==> config.mk <==
export PLATFORM = sky130hd
export DESIGN_NAME = twi_bus_observer
export DESIGN_NICKNAME = d
export VERILOG_FILES = /design/src/rtl/twi_obs_pkg.sv /design/src/rtl/twi_obs_sync.sv /design/src/rtl/twi_obs_cond.sv /design/src/rtl/twi_obs_fsm.sv /design/src/rtl/twi_bus_observer.sv
export SDC_FILE = /design/constraint.sdc
export NUM_CORES = 1
export LEC_CHECK = 0
export BUFFER_PORTS_ARGS = -buffer_cell sky130_fd_sc_hd__buf_2
export CORE_MARGIN = 2
export CORE_UTILIZATION = 51
export CTS_CLUSTER_DIAMETER = 120
export CTS_CLUSTER_SIZE = 10
export DETAILED_ROUTE_END_ITERATION = 12
export GPL_TIMING_DRIVEN = 0
export PLACE_DENSITY = 0.7
export SLEW_MARGIN = 40
export SYNTH_ARGS = -nofsm -noshare
export SYNTH_HDL_FRONTEND = slang
export SYNTH_SLANG_ARGS = --single-unit
export TNS_END_PERCENT = 20
==> constraint.sdc <==
create_clock -name clk -period 1.9 [get_ports clk]
set_input_delay 0.095 -clock clk [delete_from_list [all_inputs] [get_ports clk]]
set_output_delay 0.095 -clock clk [all_outputs]
set_load 0.03 [all_outputs]
==> src/rtl/twi_obs_pkg.sv <==
package twi_obs_pkg;

  localparam int BYTE_W = 8;
  localparam int CODE_W = 4;

  typedef enum logic [CODE_W-1:0] {
    EV_START   = 4'd0,
    EV_RSTART  = 4'd1,
    EV_STOP    = 4'd2,
    EV_ACK     = 4'd3,
    EV_NACK    = 4'd4,
    EV_BIT     = 4'd5,
    EV_ADDR_RD = 4'd6,
    EV_ADDR_WR = 4'd7,
    EV_DATA_RD = 4'd8,
    EV_DATA_WR = 4'd9
  } twi_ev_e;

  typedef enum logic [1:0] {
    ST_IDLE,
    ST_ADDR,
    ST_DATA,
    ST_ACK
  } twi_st_e;

  // Address byte: low bit set means a read transfer
  function automatic twi_ev_e f_addr_code(input logic rd_bit);
    return rd_bit ? EV_ADDR_RD : EV_ADDR_WR;
  endfunction

  function automatic twi_ev_e f_data_code(input logic dir_rd);
    return dir_rd ? EV_DATA_RD : EV_DATA_WR;
  endfunction

  function automatic twi_ev_e f_ack_code(input logic sda);
    return sda ? EV_NACK : EV_ACK;
  endfunction

  // Seven-bit address without the direction bit
  function automatic logic [BYTE_W-1:0] f_addr_value(input logic [BYTE_W-1:0] b);
    return {1'b0, b[BYTE_W-1:1]};
  endfunction

endpackage

==> src/rtl/twi_obs_sync.sv <==
module twi_obs_sync #(
  parameter int WIDTH  = 2,
  parameter int STAGES = 2
) (
  input  logic             clk,
  input  logic             rst_n,
  input  logic [WIDTH-1:0] d_in,
  output logic [WIDTH-1:0] d_out
);

  logic [WIDTH-1:0] pipe [STAGES];

  always_ff @(posedge clk or negedge rst_n) begin
    if (!rst_n) pipe[0] <= '1;
    else        pipe[0] <= d_in;
  end

  for (genvar i = 1; i < STAGES; i++) begin : g_stage
    always_ff @(posedge clk or negedge rst_n) begin
      if (!rst_n) pipe[i] <= '1;
      else        pipe[i] <= pipe[i-1];
    end
  end

  assign d_out = pipe[STAGES-1];

endmodule

==> src/rtl/twi_obs_cond.sv <==
module twi_obs_cond (
  input  logic clk,
  input  logic rst_n,
  input  logic scl,
  input  logic sda,
  output logic scl_rise,
  output logic start_seen,
  output logic stop_seen
);

  logic scl_prev;
  logic sda_prev;

  always_ff @(posedge clk or negedge rst_n) begin
    if (!rst_n) begin
      scl_prev <= 1'b1;
      sda_prev <= 1'b1;
    end else begin
      scl_prev <= scl;
      sda_prev <= sda;
    end
  end

  assign scl_rise   = !scl_prev && scl;
  assign start_seen = sda_prev && !sda && scl;
  assign stop_seen  = !sda_prev && sda && scl;

endmodule

==> src/rtl/twi_obs_fsm.sv <==
module twi_obs_fsm
  import twi_obs_pkg::*;
(
  input  logic              clk,
  input  logic              rst_n,
  input  logic              scl_rise,
  input  logic              start_seen,
  input  logic              stop_seen,
  input  logic              sda,
  output logic              evt_valid,
  output logic [CODE_W-1:0] evt_code,
  output logic [BYTE_W-1:0] evt_byte,
  output logic              bit_stb,
  output logic              bit_val
);

  localparam int CNT_W = $clog2(BYTE_W);

  twi_st_e            st_q, st_n;
  logic [CNT_W-1:0]   cnt_q, cnt_n;
  logic [BYTE_W-1:0]  sh_q, sh_n;
  logic               dir_q, dir_n;
  logic               rep_q, rep_n;
  logic               ev_n;
  twi_ev_e            code_n;
  logic [BYTE_W-1:0]  byte_n;
  logic               bstb_n, bval_n;
  logic [BYTE_W-1:0]  byte_next;
  logic               last_bit;

  assign byte_next = {sh_q[BYTE_W-2:0], sda};
  assign last_bit  = (cnt_q == CNT_W'(BYTE_W-1));

  always_comb begin
    st_n   = st_q;
    cnt_n  = cnt_q;
    sh_n   = sh_q;
    dir_n  = dir_q;
    rep_n  = rep_q;
    ev_n   = 1'b0;
    code_n = EV_START;
    byte_n = '0;
    bstb_n = 1'b0;
    bval_n = bit_val;
    unique case (st_q)
      ST_IDLE: begin
        if (start_seen) begin
          ev_n   = 1'b1;
          code_n = rep_q ? EV_RSTART : EV_START;
          st_n   = ST_ADDR;
          cnt_n  = '0;
          sh_n   = '0;
          rep_n  = 1'b1;
          dir_n  = 1'b0;
        end
      end
      ST_ADDR, ST_DATA: begin
        if (scl_rise) begin
          bstb_n = 1'b1;
          bval_n = sda;
          if (last_bit) begin
            ev_n = 1'b1;
            if (st_q == ST_ADDR) begin
              code_n = f_addr_code(byte_next[0]);
              byte_n = f_addr_value(byte_next);
              dir_n  = byte_next[0];
            end else begin
              code_n = f_data_code(dir_q);
              byte_n = byte_next;
            end
            st_n  = ST_ACK;
            cnt_n = '0;
            sh_n  = '0;
          end else begin
            sh_n  = byte_next;
            cnt_n = cnt_q + CNT_W'(1);
          end
        end else if (st_q == ST_DATA && start_seen) begin
          ev_n   = 1'b1;
          code_n = rep_q ? EV_RSTART : EV_START;
          st_n   = ST_ADDR;
          cnt_n  = '0;
          sh_n   = '0;
          rep_n  = 1'b1;
          dir_n  = 1'b0;
        end else if (st_q == ST_DATA && stop_seen) begin
          ev_n   = 1'b1;
          code_n = EV_STOP;
          st_n   = ST_IDLE;
          cnt_n  = '0;
          sh_n   = '0;
          rep_n  = 1'b0;
          dir_n  = 1'b0;
        end
      end
      ST_ACK: begin
        if (scl_rise) begin
          ev_n   = 1'b1;
          code_n = f_ack_code(sda);
          st_n   = ST_DATA;
        end
      end
      default: st_n = ST_IDLE;
    endcase
  end

  always_ff @(posedge clk or negedge rst_n) begin
    if (!rst_n) begin
      st_q      <= ST_IDLE;
      cnt_q     <= '0;
      sh_q      <= '0;
      dir_q     <= 1'b0;
      rep_q     <= 1'b0;
      evt_valid <= 1'b0;
      evt_code  <= '0;
      evt_byte  <= '0;
      bit_stb   <= 1'b0;
      bit_val   <= 1'b0;
    end else begin
      st_q      <= st_n;
      cnt_q     <= cnt_n;
      sh_q      <= sh_n;
      dir_q     <= dir_n;
      rep_q     <= rep_n;
      evt_valid <= ev_n;
      evt_code  <= ev_n ? code_n : evt_code;
      evt_byte  <= ev_n ? byte_n : evt_byte;
      bit_stb   <= bstb_n;
      bit_val   <= bval_n;
    end
  end

endmodule

==> src/rtl/twi_bus_observer.sv <==
module twi_bus_observer
  import twi_obs_pkg::*;
#(
  parameter int SYNC_STAGES = 2,
  parameter bit BIT_TRACE   = 1'b1
) (
  input  logic       clk,
  input  logic       rst_n,
  input  logic       scl_in,
  input  logic       sda_in,
  output logic       evt_valid,
  output logic [3:0] evt_code,
  output logic [7:0] evt_byte,
  output logic       bit_stb,
  output logic       bit_val
);

  logic [1:0] lines_sync;
  logic       scl_s, sda_s;
  logic       cond_rise, cond_start, cond_stop;
  logic       fsm_bit_stb, fsm_bit_val;

  twi_obs_sync #(.WIDTH(2), .STAGES(SYNC_STAGES)) i_sync (
    .clk   (clk),
    .rst_n (rst_n),
    .d_in  ({scl_in, sda_in}),
    .d_out (lines_sync)
  );

  assign scl_s = lines_sync[1];
  assign sda_s = lines_sync[0];

  twi_obs_cond i_cond (
    .clk        (clk),
    .rst_n      (rst_n),
    .scl        (scl_s),
    .sda        (sda_s),
    .scl_rise   (cond_rise),
    .start_seen (cond_start),
    .stop_seen  (cond_stop)
  );

  twi_obs_fsm i_fsm (
    .clk        (clk),
    .rst_n      (rst_n),
    .scl_rise   (cond_rise),
    .start_seen (cond_start),
    .stop_seen  (cond_stop),
    .sda        (sda_s),
    .evt_valid  (evt_valid),
    .evt_code   (evt_code),
    .evt_byte   (evt_byte),
    .bit_stb    (fsm_bit_stb),
    .bit_val    (fsm_bit_val)
  );

  if (BIT_TRACE) begin : g_trace
    assign bit_stb = fsm_bit_stb;
    assign bit_val = fsm_bit_val;
  end else begin : g_no_trace
    assign bit_stb = 1'b0;
    assign bit_val = 1'b0;
  end

endmodule

==> reports/metrics.cfg, run 1 <==
[logic_synthesis]
synth_cell_type_count = 44
yosysWarnings = 0
synth_edf_count = 0
synth-seq-cells = 35
synth.largest_area_cell = dfrtp_1
synth.net_count = 175
syn_area_mm2 = 0.001768
synth-main-ff-cell = dfrtp_1
ys_seq_area_frac = 0.4996
async_flop_share = 1.000
synth_area_leaders = dfrtp_1 41%, mux2i_1 9.6%, dfstp_2 8.9%
synthCells = 164
synth_top_area_frac = 0.4105
postSynthAreaPerCell_um2 = 10.78

[die]
initial_core_util = 0.5298
dieArea_mm2 = 0.003953
io_pins = 19
die_h_um = 62.88
core_mm2 = 0.003337
die_w_um = 62.88
rows = 21

[global_routing]
gr-usage-all-layers = 0.2039
grt_pass1_vias = 1331
antenna_found_initial = 0
grt_max_degree = 36
grt_overflow = 0
grt_pass1_wl_mm = 6.313

[job]
cap_violations = 0

[finish]
multi_input_area_um2 = 857.1
syn_to_final_growth_pct = 23.71
final_common_cell = dfrtp_1
register_area_um2 = 883.3
final_area_mm2 = 0.002187
antenna_cells = 0
nFillCells = 276
nets = 210
postLayoutCoreUtil = 0.6554
final_cell_mix = 29 x dfrtp_1, 20 x buf_2, 16 x nand2_1, 16 x mux2i_1, 14 x inv_1
drive_gt1_frac = 0.3300

[clock_tree]
htreeDepth = 2
clkTransAtPathRegs_ns = 0.11
root_buffer = clkbuf_4
cts_num_sinks = 35
tritoncts = done
clock_latency_ns = 0.34
cts.path.max_buffers = 2
cts_buffers = 5

[routing]
antenna_left = 0
firstDrtPassIters = 4
wl_per_cell_um = 15.09
drt_wl_total_mm = 3.712
drc = 0
vias = 1365
drt-initial-drc-count = 59
viasPerCell = 5.549

[setup_path]
cp_cell_sequence = inv_2 > ha_4 > nor2_4 > a2bb2oi_2 > or3b_4 > buf_12 > a21o_1
worstSetupPathType = reg2reg
required_ns = 2.14
r2r_start = i_fsm.st_q[1]
startpoint = i_fsm.st_q[1]
path_max_fanout = 6
crit_slowest_cell = or3b_4
arrival_ns = 2.12
cp-end-kind = register
cp-start-kind = register
cpPeakStageDelay_ns = 0.44

[power]
p_per_area_mw_per_mm2 = 1360
combPwrFrac = 0.546
power.leakage_nw = 1.066
intPower_mw = 1.809
p_switching_mw = 1.166
ir_drop_v = 0.0006333
total_power_mw = 2.975
swShare = 0.3919
p_clk_frac = 0.144
seq_power_share = 0.310

[timing]
finalSetupTns_ns = 0
slew_headroom = 0.7099
finalClockSkew_ns = 0.01326
worst_pin_slew_ns = 0.4351
period_share = 0.9899
min_period_ns = 1.881
hold_viol = 0
fmax_mhz = 531.7
rsz0062_at_grt = true
timing.final.ws_setup_ns = 0.01918
setup_violations = 0
drv_slew = 0

[placement]
place_area_mm2 = 0.001917
io_buffers = 18
pre_cts_ws_ns = -0.1971
dp_hpwl_mm = 2.347
gp_congestion = 0.8938

[status]
status = completed

[min_path]
hold_class = in2async

## metrics by stage
step	hold slack (ns)	std cells
after floorplan	-0.2006	164
after global placement	0.2006	228
after detailed placement	0.2025	228
after CTS	0.3634	241
after global routing	0.2478	246
final	0.2372	246
## registers in the layout, summed over array words and instances (netlist names), 2 cells and up
signal	cells
i_fsm.cnt_q	3
i_fsm.evt_byte	8
i_fsm.evt_code	4
i_fsm.sh_q	7
i_fsm.st_q	2
i_sync.d_out	2
i_sync.pipe	2
## cell type report
type                    count  share of cell area
flip-flops and latches     35              0.4039
multi-input cells         104              0.3919
repair buffers             30             0.09497
inverters                  16             0.02746
plain buffers               7             0.02632
well taps                  46             0.02632
clock buffers               7             0.02517
clock inverters             1            0.004005
## power groups by stage
stage	clock [mW]	sequential [mW]	combinational [mW]
CTS	0.447	0.921	1.34
global route	0.499	0.938	1.77
finish	0.429	0.922	1.62
detailed placement	0	0.939	1.22
floorplan	0	1.01	0.878
global placement	0	0.935	1.20
## cells by family after synthesis
family,after synthesis,synth area share
AO/OA/AOI/OAI,32,0.1352
XOR/XNOR,2,0.009910
adder cells (fa/ha/maj),7,0.04954
buffers and inverters,25,0.06086
flip-flops,35,0.4996
multiplexers,20,0.1154
AND/OR/NAND/NOR,43,0.1295
## per-layer routing
metal | global-route usage | part of all wire | vias to the layer above
met5 | 0 | 0 | -
met4 | 0.07778 | 0.0073 | 0
met3 | 0.04324 | 0.041 | 2
met2 | 0.3271 | 0.50 | 36
met1 | 0.2707 | 0.45 | 673
li1 | - | - | 654
## critical path, delay by kind of cell, from the launching register on
| kind | cells | cell delay [ns] |
|---|---|---|
| flops | 1 | 0.42 |
| simple gates | 2 | 0.52 |
| buf+inv | 2 | 0.27 |
| compound gates | 2 | 0.33 |
| fa+ha+maj | 1 | 0.24 |
## path summary, 6_finish.rpt
check                                   to  slack (ns)  cells past startpoint
max in group asynchronous  i_cond.sda_prev        1.32                      2
min reg2reg                i_sync.d_out[0]        0.36                      0
min in group clk           i_sync.d_out[0]        0.36                      0
max reg2reg                    i_fsm.dir_q        0.02                      7
max                            i_fsm.dir_q        0.02                      7
min                          i_fsm.sh_q[6]        0.24                      2
## timing repair
action                                  CTS  global route
pin swaps                                 0             5
endpoints found under the setup margin   25            27
resized for setup                        11            12
hold buffers                              3             0
buffers inserted                          2             6
endpoints found under the hold margin    31             0
cloned                                    0             1
## cells in the mapped netlist (2+ instances only)
library cell and instances:
a21o_1 2, a21oi_1 4, and3_1 2, buf_2 2
clkbuf_1 4, dfrtp_1 29, dfstp_2 6, ha_1 7
inv_1 16, mux2_2 3, mux2i_1 17, nand2_1 16
nand2b_1 2, nand3_1 2, nand3b_1 3, nand4_1 4
nor2_1 4, nor2b_1 2, nor3_1 3, nor4_1 2
o21ai_0 4, o2bb2ai_1 8
(Power assumes the default switching activity.)
==> inputs of run 2 (changes only) <==
- BUFFER_PORTS_ARGS: -buffer_cell sky130_fd_sc_hd__buf_2 -> -buffer_cell sky130_fd_sc_hd__buf_4
- PLACE_DENSITY: 0.7 -> unset
- PLACE_DENSITY_LB_ADDON: unset -> 0.3
==> reports/metrics.cfg, run 2 (synthesized netlist as in run 1, its figures left out) <==
[power]
ir_drop_v = 0.0008172  ; was 0.0006333 V
intPower_mw = 2.009  ; was 1.809 mW
power.leakage_nw = 1.105  ; was 1.066 nW
total_power_mw = 3.251  ; was 2.975 mW
p_switching_mw = 1.242  ; was 1.166 mW
p_clk_frac = 0.174  ; was 0.144
p_per_area_mw_per_mm2 = 1414  ; was 1360 mW/mm²
seq_power_share = 0.287  ; was 0.310
swShare = 0.3820  ; was 0.3919
combPwrFrac = 0.539  ; was 0.546

[setup_path]
cp-end-kind = register  ; unchanged
path_max_fanout = 10  ; was 6
endpoint = i_fsm.evt_code[2]  ; was i_fsm.dir_q
required_ns = 2.13  ; was 2.14 ns
arrival_ns = 2.11  ; was 2.12 ns
r2r_setup_slack_ns = 0.02  ; about the same
r2r_start = i_fsm.st_q[1]  ; unchanged
r2r_cells = 7  ; unchanged
r2r-end = i_fsm.evt_code[2]  ; was i_fsm.dir_q
worstSetupPathType = reg2reg  ; unchanged
startpoint = i_fsm.st_q[1]  ; unchanged
cp-start-kind = register  ; unchanged

[clock_tree]
cts_buffers = 5  ; unchanged
cts_num_sinks = 35  ; unchanged
cts.path.max_buffers = 2  ; unchanged
clkTransAtPathRegs_ns = 0.12  ; was 0.11 ns
root_buffer = clkbuf_4  ; unchanged
clock_latency_ns = 0.34  ; about the same
htreeDepth = 2  ; unchanged
tritoncts = done  ; unchanged

[status]
status = completed  ; unchanged

[placement]
dp_hpwl_mm = 2.458  ; was 2.347 mm
placedCellCount = 228  ; unchanged
io_buffers = 18  ; unchanged
gp_congestion = 0.9176  ; was 0.8938

[die]
core_mm2 = 0.003337  ; unchanged
die_h_um = 62.88  ; unchanged
initial_core_util = 0.5298  ; unchanged
io_pins = 19  ; unchanged
rows = 21  ; unchanged
die_w_um = 62.88  ; unchanged
dieArea_mm2 = 0.003953  ; unchanged

[timing]
worst_pin_slew_ns = 0.4471  ; was 0.4351 ns
finalClockSkew_ns = 0.01610  ; was 0.01326 ns
rsz0062_at_grt = true  ; unchanged
finalSetupTns_ns = 0  ; unchanged
min_period_ns = 1.882  ; was 1.881 ns
hold_ws_ns = 0.2179  ; was 0.2372 ns
period_share = 0.9905  ; was 0.9899
setup_violations = 0  ; unchanged
slew_headroom = 0.7020  ; was 0.7099
drv_slew = 0  ; unchanged
fmax_mhz = 531.4  ; was 531.7 MHz
hold_viol = 0  ; unchanged

[routing]
drt-initial-drc-count = 92  ; was 59
drc = 0  ; unchanged
drt_wl_total_mm = 4.219  ; was 3.712 mm
firstDrtPassIters = 5  ; was 4
vias = 1460  ; was 1365
wl_per_cell_um = 16.81  ; was 15.09 µm
antenna_left = 0  ; unchanged
viasPerCell = 5.817  ; was 5.549

[finish]
final_cell_mix = 33 x buf_4, 29 x dfrtp_1, 16 x nand2_1, 16 x mux2i_1, 14 x inv_1  ; was 29 x dfrtp_1, 20 x buf_2, 16 x nand2_1, 16 x mux2i_1, 14 x inv_1
largest_register_ffs = 8  ; unchanged
register_area_um2 = 883.3  ; unchanged
final_common_cell = buf_4  ; was dfrtp_1
nets = 215  ; was 210
postLayoutCoreUtil = 0.6888  ; was 0.6554
top_register = i_fsm.evt_byte  ; unchanged
antenna_cells = 0  ; unchanged
reg_top3 = i_fsm.evt_byte x8, i_fsm.sh_q x7, i_fsm.evt_code x4  ; unchanged
fin_cells = 251  ; was 246
nFillCells = 259  ; was 276
syn_to_final_growth_pct = 30.01  ; was 23.71%
multi_input_area_um2 = 869.6  ; was 857.1 µm²
drive_gt1_frac = 0.3463  ; was 0.3300

[global_routing]
antenna_found_initial = 0  ; unchanged
gr-usage-all-layers = 0.2168  ; was 0.2039
grt_overflow = 0  ; unchanged
grt_pass1_vias = 1412  ; was 1331
grt_max_degree = 36  ; unchanged
grt_pass1_wl_mm = 6.720  ; was 6.313 mm

[job]
cap_violations = 0  ; unchanged

[min_path]
hold_class = in2async  ; unchanged

run 2: area by class of cell:
| type | instances | share of cell area |
|---|---|---|
| clock buffers | 6 | 0.02232 |
| repair buffers | 34 | 0.1219 |
| well taps | 46 | 0.02504 |
| plain buffers | 8 | 0.02667 |
| multi-input cells | 104 | 0.3783 |
| inverters | 16 | 0.02613 |
| flip-flops and latches | 35 | 0.3843 |
| clock inverters | 2 | 0.01524 |
run 2: how the worst min path moves through the flow:
stage	start	endpoint	cells past startpoint
CTS	rst_n	i_fsm.st_q[1]	2
global route	rst_n	i_fsm.st_q[1]	2
finish	rst_n	i_fsm.st_q[1]	2
detailed placement	rst_n	i_fsm.rep_q	1
floorplan	rst_n	i_fsm.bit_stb	0
global placement	rst_n	i_fsm.rep_q	1
run 2: repair_timing:
item                                   4_1_cts  5_1_grt
hold buffers                                 3        0
pin swaps                                    1        8
gates cloned                                 0        1
gates resized for setup                     11       15
setup buffers                                5        7
setup endpoints to repair                   26       26
endpoints found under the hold margin       31        0
run 2: power groups by stage:
stage | logic [mW] | registers [mW] | clock network [mW]
after global placement | 1.22 | 0.936 | 0
after floorplan | 0.878 | 1.01 | 0
after CTS | 1.43 | 0.930 | 0.577
after detailed placement | 1.25 | 0.948 | 0
after global routing | 1.87 | 0.943 | 0.614
final | 1.75 | 0.933 | 0.566
run 2: per-stage QoR:
step                cell area, µm²  setup WS [ns]
floorplan                     1769       -0.04261
global placement              1962        -0.1872
detailed placement            1962        -0.2146
CTS                           2157       0.007706
global route                  2298        -0.1060
finish                        2298        0.01809
run 2: critical path, cell delays in order, from the launching register on:
cell	delay, ns
dfrtp_1	0.39
inv_2	0.08
ha_4	0.31
nand4_1	0.18
o22ai_2	0.29
o21ai_1	0.13
buf_4	0.21
a21o_1	0.18
run 2: metal layers:
layer | GRT usage | vias up | part of all wire
met5 | 0 | - | 0
met4 | 0.06389 | 0 | 0.012
met3 | 0.04505 | 6 | 0.044
met2 | 0.3670 | 43 | 0.51
met1 | 0.2792 | 746 | 0.44
li1 | - | 665 | -
